File: config.mk
export PLATFORM = sky130hd
export DESIGN_NAME = uart_qrx
export DESIGN_NICKNAME = d
export VERILOG_FILES = /design/src/rtl/uart_qrx_pkg.sv /design/src/rtl/qrx_start_qual.sv /design/src/rtl/qrx_bit_vote.sv /design/src/rtl/qrx_frame_ctrl.sv /design/src/rtl/uart_qrx.sv
export SDC_FILE = /design/constraint.sdc
export NUM_CORES = 1
export LEC_CHECK = 0
export BUFFER_PORTS_ARGS = -buffer_cell sky130_fd_sc_hd__buf_2
export CORE_UTILIZATION = 45
export CTS_BUF_LIST = sky130_fd_sc_hd__clkbuf_8
export CTS_CLUSTER_DIAMETER = 150
export DETAILED_ROUTE_END_ITERATION = 6
export MAX_ROUTING_LAYER = met4
export SYNTH_ARGS = -nofsm -noshare
export SYNTH_HDL_FRONTEND = slang
export SYNTH_SLANG_ARGS = --single-unit
File: constraint.sdc
create_clock -name clk -period 3.54 [get_ports clk]
set_input_delay 0.708 -clock clk [delete_from_list [all_inputs] [get_ports clk]]
set_output_delay 0.708 -clock clk [all_outputs]
set_load 0.05 [all_outputs]
File: src/rtl/uart_qrx_pkg.sv
// Shared types for the qualified-start serial receiver.
// Assumes nothing beyond IEEE 1800-2017 packages.
package uart_qrx_pkg;

    // Phases of one received character.
    typedef enum logic [2:0] {
        ST_IDLE,
        ST_START,
        ST_DATA,
        ST_PAR,
        ST_STOP
    } rx_state_t;

    // Per-character error conditions, reported at completion.
    typedef struct packed {
        logic brk;
        logic frame;
        logic overrun;
        logic parity;
    } rx_err_t;

endpackage

File: src/rtl/qrx_start_qual.sv
// Start qualifier: raises start_o on the QUAL_TICKS-th consecutive low
// sample tick seen while the receiver is idle. The line must have been
// sampled high since the last start or since a low sample taken while
// busy, so a line held low after a break cannot retrigger.
// Assumes rx_i is synchronised and tick_i is one clock wide.
module qrx_start_qual #(
    parameter int QUAL_TICKS = 4
) (
    input  logic clk,
    input  logic rst_n,
    input  logic tick_i,
    input  logic rx_i,
    input  logic en_i,
    input  logic idle_i,
    output logic start_o
);
    localparam int CW = $clog2(QUAL_TICKS + 1);

    logic [CW-1:0] low_cnt;
    logic          armed;

    assign start_o = en_i && tick_i && idle_i && armed && !rx_i &&
                     (low_cnt == CW'(QUAL_TICKS - 1));

    // Track consecutive low ticks and whether a high level was seen.
    always_ff @(posedge clk) begin
        if (!rst_n) begin
            low_cnt <= '0;
            armed   <= 1'b0;
        end else if (!en_i) begin
            low_cnt <= '0;
        end else if (tick_i) begin
            if (start_o) begin
                low_cnt <= '0;
                armed   <= 1'b0;
            end else if (rx_i) begin
                low_cnt <= '0;
                armed   <= 1'b1;
            end else if (idle_i && armed) begin
                low_cnt <= low_cnt + CW'(1);
            end else begin
                low_cnt <= '0;
                armed   <= 1'b0;
            end
        end
    end
endmodule

File: src/rtl/qrx_bit_vote.sv
// Three-sample majority voter. Captures the line on the ticks whose
// in-bit phase equals FIRST, FIRST+1 and FIRST+2 and presents their
// majority on bit_o. Assumes the phase count is stable between ticks.
module qrx_bit_vote #(
    parameter int PW    = 3,
    parameter int FIRST = 3
) (
    input  logic          clk,
    input  logic          rst_n,
    input  logic          tick_i,
    input  logic [PW-1:0] phase_i,
    input  logic          rx_i,
    output logic          bit_o
);
    logic [2:0] smp;

    for (genvar g = 0; g < 3; g++) begin : g_smp
        // Hold the line value seen on voting tick g.
        always_ff @(posedge clk) begin
            if (!rst_n)
                smp[g] <= 1'b1;
            else if (tick_i && phase_i == PW'(FIRST + g))
                smp[g] <= rx_i;
        end
    end

    assign bit_o = (smp[0] & smp[1]) | (smp[0] & smp[2]) | (smp[1] & smp[2]);
endmodule

File: src/rtl/qrx_frame_ctrl.sv
// Character sequencer: steps start, data, optional parity and stop bit
// on sample ticks, shifts voted bits into the shift register LSB first
// and reports completion with the character and its error conditions.
// Assumes start_i arrives only in idle, with QUAL ticks of the start bit
// already consumed. Configuration is captured when the start is seen.
module qrx_frame_ctrl
    import uart_qrx_pkg::*;
#(
    parameter int DW       = 8,
    parameter int MIN_BITS = 5,
    parameter int TPB      = 8,
    parameter int QUAL     = 4,
    parameter int LW       = 2,
    parameter int PW       = 3
) (
    input  logic          clk,
    input  logic          rst_n,
    input  logic          tick_i,
    input  logic          en_i,
    input  logic          start_i,
    input  logic          bit_i,
    input  logic [LW-1:0] len_i,
    input  logic          par_en_i,
    input  logic          par_odd_i,
    input  logic          ready_i,
    output logic [PW-1:0] phase_o,
    output logic          idle_o,
    output logic          done_o,
    output logic          ok_o,
    output logic [DW-1:0] data_o,
    output rx_err_t       err_o
);
    localparam int          CW   = $clog2(DW + 1);
    localparam logic [PW-1:0] LAST = PW'(TPB - 1);

    rx_state_t     state;
    logic [PW-1:0] phase;
    logic [CW-1:0] bit_cnt;
    logic [CW-1:0] n_bits;
    logic          par_en_q;
    logic          par_odd_q;
    logic [DW-1:0] sh;
    logic          par_acc;
    logic          all_zero;
    logic          bit_end;

    assign bit_end = en_i && tick_i && (phase == LAST);
    assign phase_o = phase;
    assign idle_o  = (state == ST_IDLE);
    assign done_o  = bit_end && (state == ST_STOP);
    assign data_o  = sh >> (CW'(DW) - n_bits);

    // Classify the character from the stop vote and accumulated state.
    always_comb begin
        err_o.frame   = !bit_i;
        err_o.brk     = all_zero && !bit_i;
        err_o.parity  = par_en_q && (par_acc != par_odd_q);
        err_o.overrun = ready_i;
        ok_o          = done_o && !(|err_o);
    end

    // Sequence bits of one character and accumulate shift/parity/break state.
    always_ff @(posedge clk) begin
        if (!rst_n) begin
            state     <= ST_IDLE;
            phase     <= '0;
            bit_cnt   <= '0;
            n_bits    <= CW'(DW);
            par_en_q  <= 1'b0;
            par_odd_q <= 1'b0;
            sh        <= '0;
            par_acc   <= 1'b0;
            all_zero  <= 1'b0;
        end else if (!en_i) begin
            state <= ST_IDLE;
            phase <= '0;
        end else if (start_i) begin
            state     <= ST_START;
            phase     <= PW'(QUAL);
            bit_cnt   <= '0;
            n_bits    <= CW'(MIN_BITS) + CW'(len_i);
            par_en_q  <= par_en_i;
            par_odd_q <= par_odd_i;
            sh        <= '0;
            par_acc   <= 1'b0;
            all_zero  <= 1'b1;
        end else if (tick_i && state != ST_IDLE) begin
            phase <= (phase == LAST) ? '0 : phase + PW'(1);
            if (phase == LAST) begin
                unique case (state)
                    ST_START: state <= ST_DATA;
                    ST_DATA: begin
                        sh       <= {bit_i, sh[DW-1:1]};
                        par_acc  <= par_acc ^ bit_i;
                        all_zero <= all_zero & !bit_i;
                        bit_cnt  <= bit_cnt + CW'(1);
                        if (bit_cnt == n_bits - CW'(1))
                            state <= par_en_q ? ST_PAR : ST_STOP;
                    end
                    ST_PAR: begin
                        par_acc  <= par_acc ^ bit_i;
                        all_zero <= all_zero & !bit_i;
                        state    <= ST_STOP;
                    end
                    ST_STOP: begin
                        state <= ST_IDLE;
                        if (ok_o) sh <= '0;
                    end
                    default: state <= ST_IDLE;
                endcase
            end
        end
    end

    // a low enable returns the sequencer to idle on the next clock.
    a_r11_disable_idles: assert property (@(posedge clk) disable iff (!rst_n)
        !en_i |=> state == ST_IDLE);

    // a start always lands mid start bit, never while busy.
    a_r2_start_from_idle: assert property (@(posedge clk) disable iff (!rst_n)
        start_i |=> (state == ST_START && phase == PW'(QUAL)));
endmodule

File: src/rtl/uart_qrx.sv
// Top of the qualified-start serial receiver. Holds the receive buffer,
// the ready flag and the sticky error flags, and wires the start
// qualifier, bit voter and character sequencer together.
// Assumes a synchronised line and a one-clock sample tick, TPB per bit.
module uart_qrx
    import uart_qrx_pkg::*;
#(
    parameter int DW         = 8,
    parameter int MIN_BITS   = 5,
    parameter int TPB        = 8,
    parameter int QUAL_TICKS = 4,
    parameter int VOTE_FIRST = 3,
    parameter int LW         = $clog2(DW - MIN_BITS + 1)
) (
    input  logic          clk,
    input  logic          rst_n,
    input  logic          rx_i,
    input  logic          tick_i,
    input  logic          rx_en_i,
    input  logic [LW-1:0] len_i,
    input  logic          par_en_i,
    input  logic          par_odd_i,
    input  logic          rd_i,
    input  logic          err_clr_i,
    output logic [DW-1:0] data_o,
    output logic          ready_o,
    output logic          err_parity_o,
    output logic          err_frame_o,
    output logic          err_overrun_o,
    output logic          err_break_o
);
    localparam int PW = $clog2(TPB);

    logic          start;
    logic          idle;
    logic          voted;
    logic          done;
    logic          ok;
    logic [PW-1:0] phase;
    logic [DW-1:0] char_data;
    rx_err_t       char_err;

    qrx_start_qual #(.QUAL_TICKS(QUAL_TICKS)) u_qual (
        .clk(clk), .rst_n(rst_n), .tick_i(tick_i), .rx_i(rx_i),
        .en_i(rx_en_i), .idle_i(idle), .start_o(start)
    );

    qrx_bit_vote #(.PW(PW), .FIRST(VOTE_FIRST)) u_vote (
        .clk(clk), .rst_n(rst_n), .tick_i(tick_i), .phase_i(phase),
        .rx_i(rx_i), .bit_o(voted)
    );

    qrx_frame_ctrl #(
        .DW(DW), .MIN_BITS(MIN_BITS), .TPB(TPB), .QUAL(QUAL_TICKS),
        .LW(LW), .PW(PW)
    ) u_ctrl (
        .clk(clk), .rst_n(rst_n), .tick_i(tick_i), .en_i(rx_en_i),
        .start_i(start), .bit_i(voted), .len_i(len_i),
        .par_en_i(par_en_i), .par_odd_i(par_odd_i), .ready_i(ready_o),
        .phase_o(phase), .idle_o(idle), .done_o(done), .ok_o(ok),
        .data_o(char_data), .err_o(char_err)
    );

    // Load the buffer on a clean character; manage the ready flag.
    always_ff @(posedge clk) begin
        if (!rst_n) begin
            data_o  <= '0;
            ready_o <= 1'b0;
        end else if (ok) begin
            data_o  <= char_data;
            ready_o <= 1'b1;
        end else if (rd_i) begin
            ready_o <= 1'b0;
        end
    end

    // Latch error conditions of completed characters until cleared.
    always_ff @(posedge clk) begin
        if (!rst_n) begin
            err_parity_o  <= 1'b0;
            err_frame_o   <= 1'b0;
            err_overrun_o <= 1'b0;
            err_break_o   <= 1'b0;
        end else if (done) begin
            err_parity_o  <= err_parity_o  | char_err.parity;
            err_frame_o   <= err_frame_o   | char_err.frame;
            err_overrun_o <= err_overrun_o | char_err.overrun;
            err_break_o   <= err_break_o   | char_err.brk;
        end else if (err_clr_i) begin
            err_parity_o  <= 1'b0;
            err_frame_o   <= 1'b0;
            err_overrun_o <= 1'b0;
            err_break_o   <= 1'b0;
        end
    end

    // a character with an error leaves the buffer untouched.
    a_r8_no_xfer_on_err: assert property (@(posedge clk) disable iff (!rst_n)
        (done && !ok) |=> $stable(data_o));

    // a read strobe without a concurrent transfer drops ready.
    a_r9_read_clears: assert property (@(posedge clk) disable iff (!rst_n)
        (rd_i && !ok) |=> !ready_o);

    // completing while ready is held flags an overrun.
    a_r7_overrun: assert property (@(posedge clk) disable iff (!rst_n)
        (done && ready_o) |=> err_overrun_o);

    // flags persist without a clear pulse.
    a_r10_sticky: assert property (@(posedge clk) disable iff (!rst_n)
        (err_frame_o && !err_clr_i) |=> err_frame_o);

    // a break is always reported together with a framing error.
    a_r6_break_frames: assert property (@(posedge clk) disable iff (!rst_n)
        err_break_o |-> err_frame_o);
endmodule

==> results.toml <==
[status]
status = "completed"

[clock_tree]
ctsLongestPathBuffers = 2
clock-root-buffer = "clkbuf_8"
post_cts_resize_count = 0
holdBufCountCts = 0
cts-htree-levels = 2
tritoncts = "done"
cts_inserted_buffers = 5
clk_latency_ns = 0.30
postCtsSetupBuffers = 0
clock_sinks = 46
clk_pin_slew_ns = 0.09

[synthesis]
synth_simple_gate_area_share_pct = 24.31
synth_mux_area_share_pct = 9.598
synthCells = 275
ys_seq_elements = 46
syn_avg_cell_area_um2 = 8.722
syn_nets = 297
synth_compound_gate_area_share_pct = 12.78
synth_flop_cell = "dfxtp_1"
synth-xor-area-share_pct = 5.060
synth_top_family_by_area = "simple AND/OR/NAND/NOR gates"
synth_edf_count = 0
ys_types = 51
syn-cell-area_um2 = 2399
yosysSeqAreaShare_pct = 38.39
ys.warnings.count = 0
synthAdderAreaFrac_pct = 6.155
async_flop_share_pct = 0

[layout]
drive_gt1_share_pct = 15.02
area_delta_synth_final_pct = 10.54
num-fill-cells = 501
diodes = 0
stdcell_area_um2 = 2651
fin_util_pct = 51.91
layout.nets = 314
stdcell_count = 363

[power_and_ir_drop]
p_sw_share_pct = 22.49
switchingPower_mw = 0.2052
cellLeakagePower_nw = 1.064
pwr-share-comb_pct = 3.3
ir_worst_vdd_uv = 212.1
finalPower_mw = 0.9124
p_int_mw = 0.7071
p_clk_share_pct = 39.9
seqPwrFrac_pct = 56.8
cellPowerDensity_nw_per_um2 = 344.1

[placed_design]
gp_congestion = 0.8301
numPortBuffers = 23
dp.cells = 355
place_ws_ns = 0.9818
hpwl_um = 3544
place_area_um2 = 2546

[detailed_routing]
viasPerCell = 5.322
drcViolationCount = 0
drt_wl_total_um = 4898
drt_iter0_drc = 69
ant_nets = 0
drt_pass1_iterations = 4
wl_per_cell_um = 13.49
num_vias = 1932

[floorplanning]
die_x_um = 75.01
num_rows = 26
die-area_um2 = 5626
io_pins = 24
coreArea_um2 = 5107
die-height_um = 75.01
initial_core_util_pct = 46.96

[timing]
fin_crit_sh_pct = 72.52
fin_crit_ns = 2.567
setup_tns_ns = 0
fin_ws_ns = 0.9728
drv_slew = 0
finalSetupViolations = 0
tightest_slew_ns = 0.7274
rsz0062_at_grt = "no"
finalClockSkew_ns = 0.01440
slew_headroom_pct = 51.24
fin_hold_ws_ns = 0.4554
finalHoldViolations = 0
fmax_mhz = 389.5

[critical_path]
worstPathArrival_ns = 2.77
worstSetupStartpointType = "register"
worst-r2r-cell-count = 6
cp.required_ns = 3.74
end_kind = "register"
critPathMaxFanout = 17
crit_type = "reg2reg"

[global_routing]
antenna_found_initial = 0
track_usage_pct = 19.70
grt_pass1_wl_um = 8066
grt_pass1_vias = 1727
grt_start_max_net_pins = 31
overflow = 0

[hold_path]
hold_path_class = "reg2reg"
hold_depth = 2

[flow_run]
max-cap-violations = 0
-- per-layer routing --
metal | track usage (%) | wire length [um] | up-vias
met5 | - | 0 | -
met4 | 7.547 | 91 | 0
met3 | 5.221 | 225 | 9
met2 | 29.73 | 2177 | 41
met1 | 25.17 | 2403 | 888
li1 | - | - | 994
-- cells by family (layout without fill, tap and decap cells) --
logic type,Yosys count,count (layout)
mux,20,20
flops,46,46
buf+inv,21,39
compound gates,46,46
xor+xnor,13,13
fa+ha+maj,12,12
simple gates,117,117
-- critical path, stage by stage, from the launching register on --
cell,delay [ns]
dfxtp_1,0.72
inv_1,0.20
ha_1,0.61
mux2_2,0.40
a2bb2oi_1,0.21
o21ai_0,0.11
a32o_1,0.22
-- final timing paths --
kind                                       start        end  slack (ns)
worst max-delay path            u_ctrl.n_bits[0]  data_o[1]        0.97
worst min-delay path                   data_o[7]  data_o[7]        0.46
worst max register to register  u_ctrl.n_bits[0]  data_o[1]        0.97
worst min register to register         data_o[7]  data_o[7]        0.46
-- layout make-up --
cell class	instances	area (um^2)	share of cell area [%]
clock buffer	7	96.34	3.634
inverter	7	26.28	0.9910
sequential	46	920.9	34.73
timing repair buffer	24	122.6	4.625
tap	70	87.58	3.303
multi-input combinational	208	1389	52.38
clock inverter	1	8.758	0.3303
-- cell usage after synthesis (2+ instances only) --
master	n	share of area, %
dfxtp_1	46	38
nand2_1	45	7.0
nor2_1	19	3.0
nand3_1	16	3.3
a21oi_1	14	2.9
mux2i_1	14	5.8
ha_1	11	5.7
clkbuf_1	9	1.4
o21ai_0	9	1.9
nor2b_1	8	2.1
inv_1	7	1.1
xnor2_1	7	2.6
a21boi_0	5	1.6
or3_1	5	1.3
xor2_1	5	1.8
mux2_2	4	1.9
nand4_1	4	1.0
a32o_1	3	1.3
nand2b_1	3	0.78
a22oi_1	2	0.63
a31oi_1	2	0.52
buf_1	2	0.31
buf_2	2	0.42
mux4_2	2	1.9
nand3b_1	2	0.63
nand4b_1	2	0.73
nor3_1	2	0.42
o211a_1	2	0.83
-- cell usage in the layout (no fill, tap or decap), types with 2 or more instances in the layout --
cell type / Yosys / layout
or3_1: 5 / 5
clkbuf_8: 0 / 7
ha_1: 11 / 11
a21boi_0: 5 / 5
nand4b_1: 2 / 2
mux2_2: 4 / 4
nand2_1: 45 / 45
buf_2: 2 / 23
nand3_1: 16 / 16
nand2b_1: 3 / 3
nor3_1: 2 / 2
o211a_1: 2 / 2
xor2_1: 5 / 5
a21oi_1: 14 / 14
xnor2_1: 7 / 7
nor2_1: 19 / 19
mux4_2: 2 / 2
nand4_1: 4 / 4
a32o_1: 3 / 3
mux2i_1: 14 / 14
a22oi_1: 2 / 2
nand3b_1: 2 / 2
a31oi_1: 2 / 2
dfxtp_1: 46 / 46
o21ai_0: 9 / 9
inv_1: 7 / 7
nor2b_1: 8 / 8
-- state kept, by name, indices dropped and copies added, names as in the netlist, 3 cells and up --
| register | count |
|---|---|
| u_ctrl.sh | 8 |
| u_ctrl.state | 3 |
| data_o | 8 |
| u_vote.smp | 3 |
| u_ctrl.phase_o | 3 |
| u_ctrl.n_bits | 4 |
| u_qual.low_cnt | 3 |
| u_ctrl.bit_cnt | 4 |
-- power by group through the flow --
stage / combinational, mW / sequential, mW / clock, mW
2_1_floorplan: 0.0207 / 0.530 / 0
3_3_place_gp: 0.0306 / 0.530 / 0
3_5_place_dp: 0.0305 / 0.530 / 0
4_1_cts: 0.0307 / 0.518 / 0.374
5_1_grt: 0.0333 / 0.518 / 0.394
6_report: 0.0302 / 0.518 / 0.364
Note: power is estimated with default switching activity, not from simulation.
